File: src/rtl/burst_pkg.sv
package burst_pkg;

    localparam int unsigned BEAT_W = 2;

    typedef enum logic [2:0] {
        OP_FREEZE = 3'd0,
        OP_LOAD   = 3'd1,
        OP_DESEL  = 3'd2,
        OP_STEP   = 3'd3,
        OP_IDLE   = 3'd4
    } burst_op_e;

    function automatic burst_op_e decode_op(input logic hold,
                                            input logic adv_nload,
                                            input logic sel,
                                            input logic active);
        burst_op_e op;
        if (hold)            op = OP_FREEZE;
        else if (!adv_nload) op = sel ? OP_LOAD : OP_DESEL;
        else                 op = active ? OP_STEP : OP_IDLE;
        return op;
    endfunction

endpackage

File: src/rtl/burst_next_state.sv
module burst_next_state
    import burst_pkg::*;
#(
    parameter int unsigned HI_W = 16
) (
    input  logic              hold,
    input  logic              adv_nload,
    input  logic              sel,
    input  logic [BEAT_W-1:0] seed_in,
    input  logic [HI_W-1:0]   hi_in,
    input  logic [BEAT_W-1:0] seed_q,
    input  logic [BEAT_W-1:0] beat_q,
    input  logic [HI_W-1:0]   hi_q,
    input  logic              on_q,
    output logic [BEAT_W-1:0] seed_d,
    output logic [BEAT_W-1:0] beat_d,
    output logic [HI_W-1:0]   hi_d,
    output logic              on_d
);

    burst_op_e op;

    always_comb begin
        op     = decode_op(hold, adv_nload, sel, on_q);
        seed_d = seed_q;
        beat_d = beat_q;
        hi_d   = hi_q;
        on_d   = on_q;
        unique case (op)
            OP_LOAD: begin
                seed_d = seed_in;
                beat_d = '0;
                hi_d   = hi_in;
                on_d   = 1'b1;
            end
            OP_DESEL: on_d = 1'b0;
            OP_STEP:  beat_d = beat_q + BEAT_W'(1);
            default: ;
        endcase
    end

endmodule

File: src/rtl/burst_order_map.sv
module burst_order_map
    import burst_pkg::*;
(
    input  logic              order_ilv,
    input  logic [BEAT_W-1:0] seed,
    input  logic [BEAT_W-1:0] beat,
    output logic [BEAT_W-1:0] addr
);

    logic [BEAT_W-1:0] lin_addr;
    logic [BEAT_W-1:0] ilv_addr;
    logic [BEAT_W:0]   carry;

    assign carry[0] = 1'b0;

    genvar g;
    generate
        for (g = 0; g < BEAT_W; g++) begin : g_bit
            assign lin_addr[g]  = seed[g] ^ beat[g] ^ carry[g];
            assign carry[g+1]   = (seed[g] & beat[g]) | (carry[g] & (seed[g] ^ beat[g]));
            assign ilv_addr[g]  = seed[g] ^ beat[g];
        end
    endgenerate

    assign addr = order_ilv ? ilv_addr : lin_addr;

endmodule

File: src/rtl/burst_addr_gen.sv
module burst_addr_gen
    import burst_pkg::*;
#(
    parameter int unsigned HI_W = 16
) (
    input  logic              clk,
    input  logic              rst_n,
    input  logic              hold,
    input  logic              adv_nload,
    input  logic              sel,
    input  logic [1:0]        seed_lo,
    input  logic [HI_W-1:0]   addr_hi,
    input  logic              order_ilv,
    output logic [1:0]        lo_addr,
    output logic [HI_W-1:0]   hi_addr,
    output logic              burst_on
);

    typedef struct packed {
        logic [BEAT_W-1:0] seed;
        logic [BEAT_W-1:0] beat;
        logic [HI_W-1:0]   hi;
        logic              on;
    } burst_state_t;

    burst_state_t st_d, st_q;

    burst_next_state #(.HI_W(HI_W)) i_next (
        .hold      (hold),
        .adv_nload (adv_nload),
        .sel       (sel),
        .seed_in   (seed_lo),
        .hi_in     (addr_hi),
        .seed_q    (st_q.seed),
        .beat_q    (st_q.beat),
        .hi_q      (st_q.hi),
        .on_q      (st_q.on),
        .seed_d    (st_d.seed),
        .beat_d    (st_d.beat),
        .hi_d      (st_d.hi),
        .on_d      (st_d.on)
    );

    always_ff @(posedge clk or negedge rst_n) begin
        if (!rst_n) st_q <= '0;
        else        st_q <= st_d;
    end

    burst_order_map i_map (
        .order_ilv (order_ilv),
        .seed      (st_q.seed),
        .beat      (st_q.beat),
        .addr      (lo_addr)
    );

    assign hi_addr  = st_q.hi;
    assign burst_on = st_q.on;

    // a selected load captures the upper bits and raises the flag
    p_load_capture_r2: assert property (@(posedge clk) disable iff (!rst_n)
        (!hold && !adv_nload && sel) |=> (st_q.on && st_q.hi == $past(addr_hi)
                                          && st_q.beat == '0 && st_q.seed == $past(seed_lo)));

    // an advance inside a burst moves the beat index by one (mod 4)
    p_beat_step_r3: assert property (@(posedge clk) disable iff (!rst_n)
        (!hold && adv_nload && st_q.on) |=> (st_q.beat == $past(st_q.beat) + BEAT_W'(1)
                                             && $stable(st_q.seed) && st_q.on));

    // upper bits never move on an advance cycle
    p_hi_steady_r6: assert property (@(posedge clk) disable iff (!rst_n)
        (adv_nload) |=> $stable(st_q.hi));

    // hold freezes every piece of state
    p_hold_freeze_r7: assert property (@(posedge clk) disable iff (!rst_n)
        hold |=> ($stable(st_q.seed) && $stable(st_q.beat) && $stable(st_q.hi) && $stable(st_q.on)));

    // a deselected load ends the burst without moving the address
    p_desel_stop_r8: assert property (@(posedge clk) disable iff (!rst_n)
        (!hold && !adv_nload && !sel) |=> (!st_q.on && $stable(st_q.hi) && $stable(st_q.beat)));

    // advance with no burst leaves everything alone
    p_idle_adv_r9: assert property (@(posedge clk) disable iff (!rst_n)
        (!hold && adv_nload && !st_q.on) |=> (!st_q.on && $stable(st_q.beat) && $stable(st_q.seed)));

endmodule

File: config.mk
export PLATFORM = sky130hd
export DESIGN_NAME = burst_addr_gen
export DESIGN_NICKNAME = d
export VERILOG_FILES = /design/src/rtl/burst_pkg.sv /design/src/rtl/burst_next_state.sv /design/src/rtl/burst_order_map.sv /design/src/rtl/burst_addr_gen.sv
export SDC_FILE = /design/constraint.sdc
export NUM_CORES = 1
export LEC_CHECK = 0
export BUFFER_PORTS_ARGS = -buffer_cell sky130_fd_sc_hd__clkbuf_2
export CORE_UTILIZATION = 30
export CTS_BUF_LIST = sky130_fd_sc_hd__clkbuf_4 sky130_fd_sc_hd__clkbuf_8 sky130_fd_sc_hd__clkbuf_16
export DETAILED_ROUTE_END_ITERATION = 6
export SKIP_CTS_REPAIR_TIMING = 1
export SKIP_LAST_GASP = 1
export SYNTH_ARGS = -nofsm -noshare
export SYNTH_HDL_FRONTEND = slang
export SYNTH_SLANG_ARGS = --single-unit
File: constraint.sdc
create_clock -name clk -period 1.3 [get_ports clk]
set_clock_uncertainty 0.15 [all_clocks]
set_input_delay 0.13 -clock clk [delete_from_list [all_inputs] [get_ports clk]]
set_output_delay 0.13 -clock clk [all_outputs]
set_load 0.05 [all_outputs]
Word level (Yosys, flattened, before mapping)
Cells that the tools add are included.

cells by class
  $add $sub $neg = 1
  equality and inequality tests = 3
  muxes and demuxes = 7
  bitwise logic cells = 4
  reductions and logical operators = 2

operators with widths
  operator                                              count
  2-to-1 mux 3 bit                                      3
  equality test 3 x 2 -> 1 bit (second input constant)  2
  2-to-1 mux 2 bit                                      2
  one-hot mux 2 bit (2 select lines)                    1
  nonzero test 2 bit                                    2
  equality test 3 x 1 -> 1 bit (second input constant)  1
  XOR 1 bit                                             3
  adder 2 x 1 -> 2 bit (second input constant)          1
  one-hot mux 1 bit (2 select lines)                    1
  AND 1 bit                                             1

storage, ports and cells
  flip-flop bits (word level) = 21
  bits of input ports = 24
  output and inout port bits = 19
  logic and storage cells = 21

Longest topological paths before layout
Gate-level depths: netlist (run 1).

  depth in word-level cells = 5
  mapped depth = 4
  gate-level depth less buffers = 3

Hierarchy
From an unflattened synthesis (run 1), not the netlist that was laid out.

second synthesis, totals
  cells, all modules = 72
  area, all modules = 1033.5 sq um

modules (own cells, without submodules)
  module            times used  cells each  area an instance (sq um)  sequential area each (sq um)
  burst_addr_gen    1           37          645.6                     525.5
  burst_next_state  1           31          351.6                     0.0
  burst_order_map   1           4           36.3                      0.0

Worst setup path after synthesis (run 1)
OpenSTA, ideal clock, no wires.

  path type = register -> output
  start = reg st_q[17] (netlist bit)
  end = out lo_addr[1]
  arrival time = 1.531 ns
  data required time = 1.020 ns
  setup slack = -0.511 ns
  stages on the path, launching flop included = 4
  path buffers = 0
  path through = dfrtp_1 ha_1 nor2b_1 xnor2_1

between the ends
  word-level cells in the longest chain between the ends = 3

ends and longest elaborated chain
  element                   line                   RTL
  start: declaration        burst_addr_gen.sv:26   burst_state_t st_d, st_q;
  start signal: assignment  burst_addr_gen.sv:46   else st_q <= st_d;
  AND 1 bit                 burst_order_map.sv:20  assign carry[g+1] = (seed[g] & beat[g]) | (carry[g] & (seed[g] ^ beat[g]));
  XOR 1 bit                 burst_order_map.sv:19  assign lin_addr[g] = seed[g] ^ beat[g] ^ carry[g];
  2-to-1 mux 2 bit          burst_order_map.sv:25  assign addr = order_ilv ? ilv_addr : lin_addr;
  end: declaration          burst_addr_gen.sv:14   output logic [1:0] lo_addr,

No other way between the ends.

Worst setup path after layout (run 1)
Same ends and word-level chain as after synthesis.

==> flow_summary.json, run 1 <==
{
  "hold_class": "input port to flop",
  "antenna_cells": 0,
  "path_class": "flop to output port",
  "first_pass_iters": 6,
  "crit_fanout": 2,
  "numCtsBuffers": 3,
  "drt-total-wl_mm": 1.76,
  "avgSynthCellArea_sq_um": 16.3,
  "met3_usage_pct": 1.81,
  "cts_tree": "yes",
  "synth_compound_area_share_pct": 3.29,
  "drv_slew": 0,
  "yosys.area_share.simple_pct": 3.98,
  "vias": 708,
  "start_util_pct": 32.2,
  "period_minus_slack_ns": 1.58,
  "setup_ws_ns": -0.277,
  "critPathCaptureType": "output port",
  "ys.flop_type": "dfrtp_1",
  "crit_arrival_ns": 1.30,
  "portBuffers": 42,
  "holdWs_ns": 0.0837,
  "power_w": 0.00247,
  "layout.cells.most_common": "clkbuf_2",
  "synthTopCellsByArea": "dfrtp_1 (58%), mux2_4 (15%), mux2_2 (14%)",
  "synth_top_area_share_pct": 57.6,
  "fmax_mhz": 634,
  "finalHoldViolations": 0,
  "routedWlPerCell_microns": 11.1,
  "synth_largest_area_cell": "dfrtp_1",
  "syn-num-nets": 81,
  "synthMuxAreaShare_pct": 28.4,
  "cts_max_level": 1,
  "worst_slew_pin_slew_ns": 0.498,
  "violations": "design-rule violations, negative setup slack",
  "drive_above_1_share_pct": 63.3,
  "start_kind": "flop",
  "critPathRequiredTime_ns": 1.02,
  "grt_pass1_vias": 621,
  "status": "complete, but fails checks",
  "utilization_pct": 52.1,
  "rsz0062_at_grt": "yes",
  "die_area_sq_um": 3260,
  "synthAdderAreaFrac_pct": 1.37,
  "rows": 19,
  "synth_top_family_by_area": "multiplexers",
  "drc_errors": 2,
  "antenna_left": 0,
  "layout_common_cells": "clkbuf_2 (39), dfrtp_1 (20), dlygate4sd3_1 (19)",
  "grt_overflow_total": 0,
  "vdd.ir_drop.worst_mv": 0.558,
  "synth_edf_count": 0,
  "drt_iter0_markers": 6,
  "finalSetupViolations": 4,
  "gp_congestion": 0.656,
  "power_density_nw_per_um2": 1670,
  "syn_area_sq_um": 912,
  "leakage_nw": 0.729,
  "final.period_utilization_pct": 121,
  "clock_latency_ns": 0.29,
  "slew_headroom_pct": 66.8,
  "core-area_sq_um": 2830,
  "clock_tree.buffer_depth": 2,
  "die_w_microns": 57.1,
  "met1_usage_pct": 13.9,
  "busiest_layer": "met2",
  "viasPerCell": 4.45,
  "cts_root_buf": "clkbuf_4",
  "io_pins": 43,
  "grt_start_max_net_pins": 22,
  "yosys_warnings": 0,
  "area_growth_pct": 61.5,
  "synth_xor_area_share_pct": 1.92,
  "drv_cap": 0,
  "ys_ff_latch": 21,
  "die_y_microns": 57.1,
  "grt_usage_pct": 10.8,
  "gr-usage-met2_pct": 16.8,
  "antenna_found_initial": 0,
  "final_nets": 154,
  "synth.distinct_cells": 15,
  "synthCells": 56,
  "async_flop_share_pct": 100,
  "place_hpwl_mm": 1.27,
  "cts.sinks": 21,
  "yosysSeqAreaShare_pct": 57.6,
  "grt_pass1_wl_mm": 2.67,
  "clk_pin_slew_ns": 0.11,
  "fin_tns_setup_ns": -0.593
}
cells by family after synthesis:
family	count (synthesis)
buffers and inverters	2
AOI/OAI and AO/OA	4
muxes	20
xor gates and xnor gates	2
and+or+nand+nor	6
DFF	21
adders and majority gates	1
critical path, stage by stage (launching register included):
cell	delay, ns
dfrtp_1	0.37
ha_2	0.16
nor2b_4	0.18
xnor2_4	0.12
buf_6	0.17
registers in the layout, summed over array words and instances (netlist names):
register  cells
hi_addr      16
st_q          4
burst_on      1
Yosys cell counts, types with 2 or more instances:
library cell,number
a22o_1,2
dfrtp_1,21
mux2_2,11
mux2_4,9
nor2_1,2
xnor2_1,2
per-stage QoR:
step,cells,area [sq um],setup slack (ns)
2_1_floorplan,56,948,-0.0435
4_1_cts,138,1250,-0.423
6_report,159,1470,-0.277
3_3_place_gp,134,1220,-0.0625
5_1_grt,159,1470,-0.358
3_5_place_dp,134,1220,-0.0821
final cells by class:
| type | count | area, sq um |
|---|---|---|
| clock buffer | 4 | 30.0 |
| fill | 259 | 1360 |
| multi-input combinational | 33 | 397 |
| sequential | 21 | 527 |
| tap | 31 | 38.8 |
| timing repair buffer | 70 | 480 |
report_power, final:
| part | switching [W] | internal [W] |
|---|---|---|
| clock network | 0.000176 | 0.000140 |
| registers | 0.0000756 | 0.000788 |
| logic | 0.000737 | 0.000549 |
routing by layer:
| layer | routed length (microns) | part of all wire (%) |
|---|---|---|
| met5 | 0 | 0 |
| met4 | 0 | 0 |
| met3 | 58 | 3.3 |
| met2 | 908 | 52 |
| met1 | 791 | 45 |
final timing paths:
check                                             from                endpoint  slack, ns  cells after the start
worst min register to register  hi_addr[2]$_DFFE_PN0N_  hi_addr[2]$_DFFE_PN0N_       0.37                      1
worst max-delay path              st_q[17]$_DFFE_PN0P_              lo_addr[1]      -0.28                      4
worst max register to register    st_q[17]$_DFFE_PN0P_    st_q[18]$_DFFE_PN0P_      -0.13                      5
max in group asynchronous                        rst_n    burst_on$_DFFE_PN0P_       0.45                      2
min in group asynchronous                        rst_n  hi_addr[8]$_DFFE_PN0N_       0.18                      2
worst min-delay path                         adv_nload    st_q[18]$_DFFE_PN0P_       0.08                      3
No activity file was read; power rests on OpenSTA's default activity.
==> run 2: changes to the inputs <==
PLACE_DENSITY = 0.56   (was not set)
SETUP_SLACK_MARGIN = 0.2   (was not set)
==> flow_summary.json, run 2 (synthesis results as in run 1) <==
{
  "status": "complete, but fails checks",
  "critPathCaptureType": "output port",
  "antenna_left": 0,
  "leakage_nw": 0.767,
  "final.period_utilization_pct": 123,
  "rsz0062_at_grt": "yes",
  "power_w": 0.00267,
  "place_inst": 134,
  "crit_arrival_ns": 1.32,
  "final_nets": 156,
  "clock_tree.buffer_depth": 2,
  "drt_iter0_markers": 6,
  "place_hpwl_mm": 1.23,
  "die_y_microns": 57.1,
  "cts_max_level": 1,
  "drv_cap": 0,
  "setup_ws_ns": -0.297,
  "cts_root_buf": "clkbuf_4",
  "drive_above_1_share_pct": 70.0,
  "grt_overflow_total": 0,
  "finalHoldViolations": 0,
  "crit_fanout": 2,
  "routedWlPerCell_microns": 13.1,
  "worst_slew_pin_slew_ns": 0.525,
  "violations": "design-rule violations, negative setup slack",
  "layout.cells.most_common": "clkbuf_2",
  "die_w_microns": 57.1,
  "viasPerCell": 4.49,
  "grt_usage_pct": 10.5,
  "cts.sinks": 21,
  "power_density_nw_per_um2": 1640,
  "gp_congestion": 0.722,
  "core-area_sq_um": 2830,
  "fmax_mhz": 626,
  "path_class": "flop to output port",
  "slew_headroom_pct": 65.0,
  "io_pins": 43,
  "die_area_sq_um": 3260,
  "drc_errors": 6,
  "hold_class": "input port to flop",
  "numCtsBuffers": 3,
  "n_fill_cell": 242,
  "first_pass_iters": 5,
  "grt_start_max_net_pins": 22,
  "layout_common_cells": "clkbuf_2 (23), dlygate4sd3_1 (19), buf_6 (18)",
  "clk_pin_slew_ns": 0.11,
  "grt_pass1_vias": 611,
  "period_minus_slack_ns": 1.60,
  "finalSetupViolations": 3,
  "grt_pass1_wl_mm": 2.63,
  "start_kind": "flop",
  "antenna_found_initial": 0,
  "drv_slew": 0,
  "drt-total-wl_mm": 2.11,
  "vias": 723,
  "antenna_cells": 0,
  "area_growth_pct": 78.5,
  "finalNonFillerCells": 161,
  "rows": 19,
  "cts_tree": "yes",
  "portBuffers": 42,
  "largest_reg_flops": 16,
  "clock_latency_ns": 0.30,
  "vdd.ir_drop.worst_mv": 0.761,
  "pre_cts_slack_ns": -0.0737,
  "start_util_pct": 32.2,
  "critPathRequiredTime_ns": 1.02
}
-- run 2: area by class of cell --
| type | count | area (sq um) | share of cell area (%) |
|---|---|---|---|
| repair buffers | 72 | 618 | 38.0 |
| multi-input cells | 33 | 407 | 25.0 |
| flip-flops and latches | 21 | 537 | 33.0 |
| clock inverters | 1 | 5.00 | 0.307 |
| clock buffers | 3 | 22.5 | 1.38 |
| well taps | 31 | 38.8 | 2.38 |
-- run 2: worst max-delay path, cell delays in order, from the launching register on --
cell     delay (ns)
dfrtp_1        0.41
ha_4           0.14
nor2b_4        0.17
xnor2_4        0.12
buf_6          0.17
-- run 2: final timing paths --
kind,to,cells after the start,slack [ns],startpoint
max,lo_addr[1],4,-0.30,st_q[17]$_DFFE_PN0P_
min in group asynchronous,hi_addr[2]$_DFFE_PN0N_,2,0.17,rst_n
max reg2reg,st_q[18]$_DFFE_PN0P_,4,-0.06,st_q[17]$_DFFE_PN0P_
max in group asynchronous,hi_addr[3]$_DFFE_PN0N_,2,0.45,rst_n
min,st_q[17]$_DFFE_PN0P_,3,0.08,adv_nload
min reg2reg,hi_addr[12]$_DFFE_PN0N_,1,0.39,hi_addr[12]$_DFFE_PN0N_
-- run 2: report_power, final --
group,internal (W),switching [W],total (W)
registers,0.000797,0.000109,0.000906
clock network,0.000115,0.000198,0.000313
logic,0.000704,0.000745,0.00145
total,0.00162,0.00105,0.00267
-- run 2: metal layers --
metal,vias to the layer above,wire (microns),global-route usage [%]
li1,346,-,-
met1,356,828,13.8
met2,21,1190,17.1
met3,0,88,2.04
met4,0,0,4.18
met5,-,0,0
-- run 2: per-stage QoR --
stage | cell area, sq um | hold slack, ns | utilization, % | setup TNS [ns]
after CTS | 1270 | -0.358 | 45.1 | -0.731
final | 1630 | 0.0788 | 57.5 | -0.477
after global placement | 1250 | -0.0251 | 44.1 | -0.0612
after detailed placement | 1250 | -0.0183 | 44.1 | -0.0909
after global routing | 1630 | 0.0699 | 57.5 | -0.615
after floorplan | 965 | -0.316 | - | -0.109
==> run 3: changes to the inputs <==
CORE_UTILIZATION = 44   (was 30)
PLACE_DENSITY = 0.76   (was 0.56)
==> flow_summary.json, run 3 (synthesis results as in run 1) <==
{
  "grt_pass1_vias": 562,
  "critPathRequiredTime_ns": 1.02,
  "drv_slew": 0,
  "layout.cells.most_common": "clkbuf_2",
  "drive_above_1_share_pct": 69.8,
  "utilization_pct": 82.0,
  "path_buf_inv": 1,
  "hold_class": "input port to flop",
  "drt-total-wl_mm": 2.08,
  "drc_errors": 0,
  "fin_tns_setup_ns": -0.469,
  "finalHoldViolations": 0,
  "critPathCaptureType": "output port",
  "violations": "negative setup slack",
  "crit_chain": "ha_2, nor2b_4, xnor2_4, buf_6",
  "setup_ws_ns": -0.275,
  "viasPerCell": 4.55,
  "io_pins": 43,
  "area_growth_pct": 76.3,
  "start_kind": "flop",
  "slew_headroom_pct": 67.4,
  "layout_common_cells": "clkbuf_2 (23), dlygate4sd3_1 (19), buf_6 (18)",
  "die_w_microns": 47.5,
  "vdd.ir_drop.worst_mv": 1.09,
  "finalSetupViolations": 3,
  "clock_tree.buffer_depth": 2,
  "cts.sinks": 21,
  "max_stage_delay_ns": 0.37,
  "cts_max_level": 1,
  "hold-path-cell-count": 3,
  "place_hpwl_mm": 1.17,
  "rows": 16,
  "gp_congestion": 0.614,
  "drv_cap": 0,
  "ff2ff_path_depth": 4,
  "crit_slowest_cell": "dfrtp_1",
  "fmax_mhz": 635,
  "period_minus_slack_ns": 1.58,
  "antenna_found_initial": 0,
  "final_nets": 155,
  "grt_overflow_total": 0,
  "leakage_nw": 0.761,
  "portBuffers": 42,
  "clock_latency_ns": 0.29,
  "path_class": "flop to output port",
  "first_pass_iters": 2,
  "worst_slew_pin_slew_ns": 0.489,
  "clk_pin_slew_ns": 0.11,
  "worst-path-stages": 4,
  "routedWlPerCell_microns": 13.3,
  "rsz0062_at_grt": "yes",
  "die_area_sq_um": 2260,
  "cts_root_buf": "clkbuf_4",
  "drt_iter0_markers": 9,
  "crit_family": "flip-flops",
  "vias": 710,
  "die_y_microns": 47.5,
  "antenna_cells": 0,
  "core-area_sq_um": 1960,
  "grt_usage_pct": 15.7,
  "antenna_left": 0,
  "grt_pass1_wl_mm": 2.36,
  "largest_reg_flops": 16,
  "crit_arrival_ns": 1.30,
  "cts_tree": "yes",
  "status": "complete, but fails checks",
  "final.period_utilization_pct": 121,
  "start_util_pct": 46.5,
  "grt_start_max_net_pins": 22,
  "power_density_nw_per_um2": 1660,
  "crit_fanout": 2,
  "numCtsBuffers": 3
}
run 3: cell types whose count changed in the layout (fill, tap and decap cells not counted):
cell | previous run | this run
buf_4 | 10 | 9
clkbuf_4 | 3 | 4
clkinv_2 | 1 | 0
ha_2 | 0 | 1
ha_4 | 1 | 0
run 3: layout make-up:
class	count	area (sq um)
Clock buffer	4	30.0
Fill cell	119	354
Multi-Input combinational cell	33	397
Sequential cell	21	537
Tap cell	27	33.8
Timing Repair Buffer	71	611
run 3: path summary, 6_finish.rpt:
check | from | end | slack (ns)
worst max-delay path | st_q[17]$_DFFE_PN0P_ | lo_addr[1] | -0.28
worst min-delay path | adv_nload | st_q[17]$_DFFE_PN0P_ | 0.08
worst max register to register | st_q[17]$_DFFE_PN0P_ | st_q[18]$_DFFE_PN0P_ | -0.05
worst min register to register | st_q[19]$_DFFE_PN0N_ | st_q[19]$_DFFE_PN0N_ | 0.39
max in group asynchronous | rst_n | hi_addr[12]$_DFFE_PN0N_ | 0.47
min in group asynchronous | rst_n | hi_addr[8]$_DFFE_PN0N_ | 0.17
run 3: through the flow:
stage	worst slack (ns)	std cells	instance area, sq um	hold WS, ns	total power (W)
2_1_floorplan	-0.0435	56	965	-0.316	0.00175
3_3_place_gp	-0.0550	130	1240	-0.0360	0.00202
3_5_place_dp	-0.0742	130	1240	-0.0341	0.00205
4_1_cts	-0.411	134	1270	-0.368	0.00237
5_1_grt	-0.360	156	1610	0.0777	0.00279
6_report	-0.275	156	1610	0.0805	0.00267
run 3: power breakdown:
part / switching [W] / total, W / internal (W)
combinational: 0.000757 / 0.00145 / 0.000688
sequential: 0.000105 / 0.000902 / 0.000797
clock: 0.000180 / 0.000320 / 0.000140
total: 0.00104 / 0.00267 / 0.00163
run 3: routing by layer:
metal  up-vias  track usage, %  wire (microns)
met1       350            20.2             765
met2        19            25.5            1230
li1        341               -               -
met3         0            3.77              78
met4         0            6.67               0
met5         -               0               0
run 3: worst min-delay path: cells and delay by family:
kind	cells	cell delay [ns]
buf+inv	2	0.25
compound gates	1	0.12
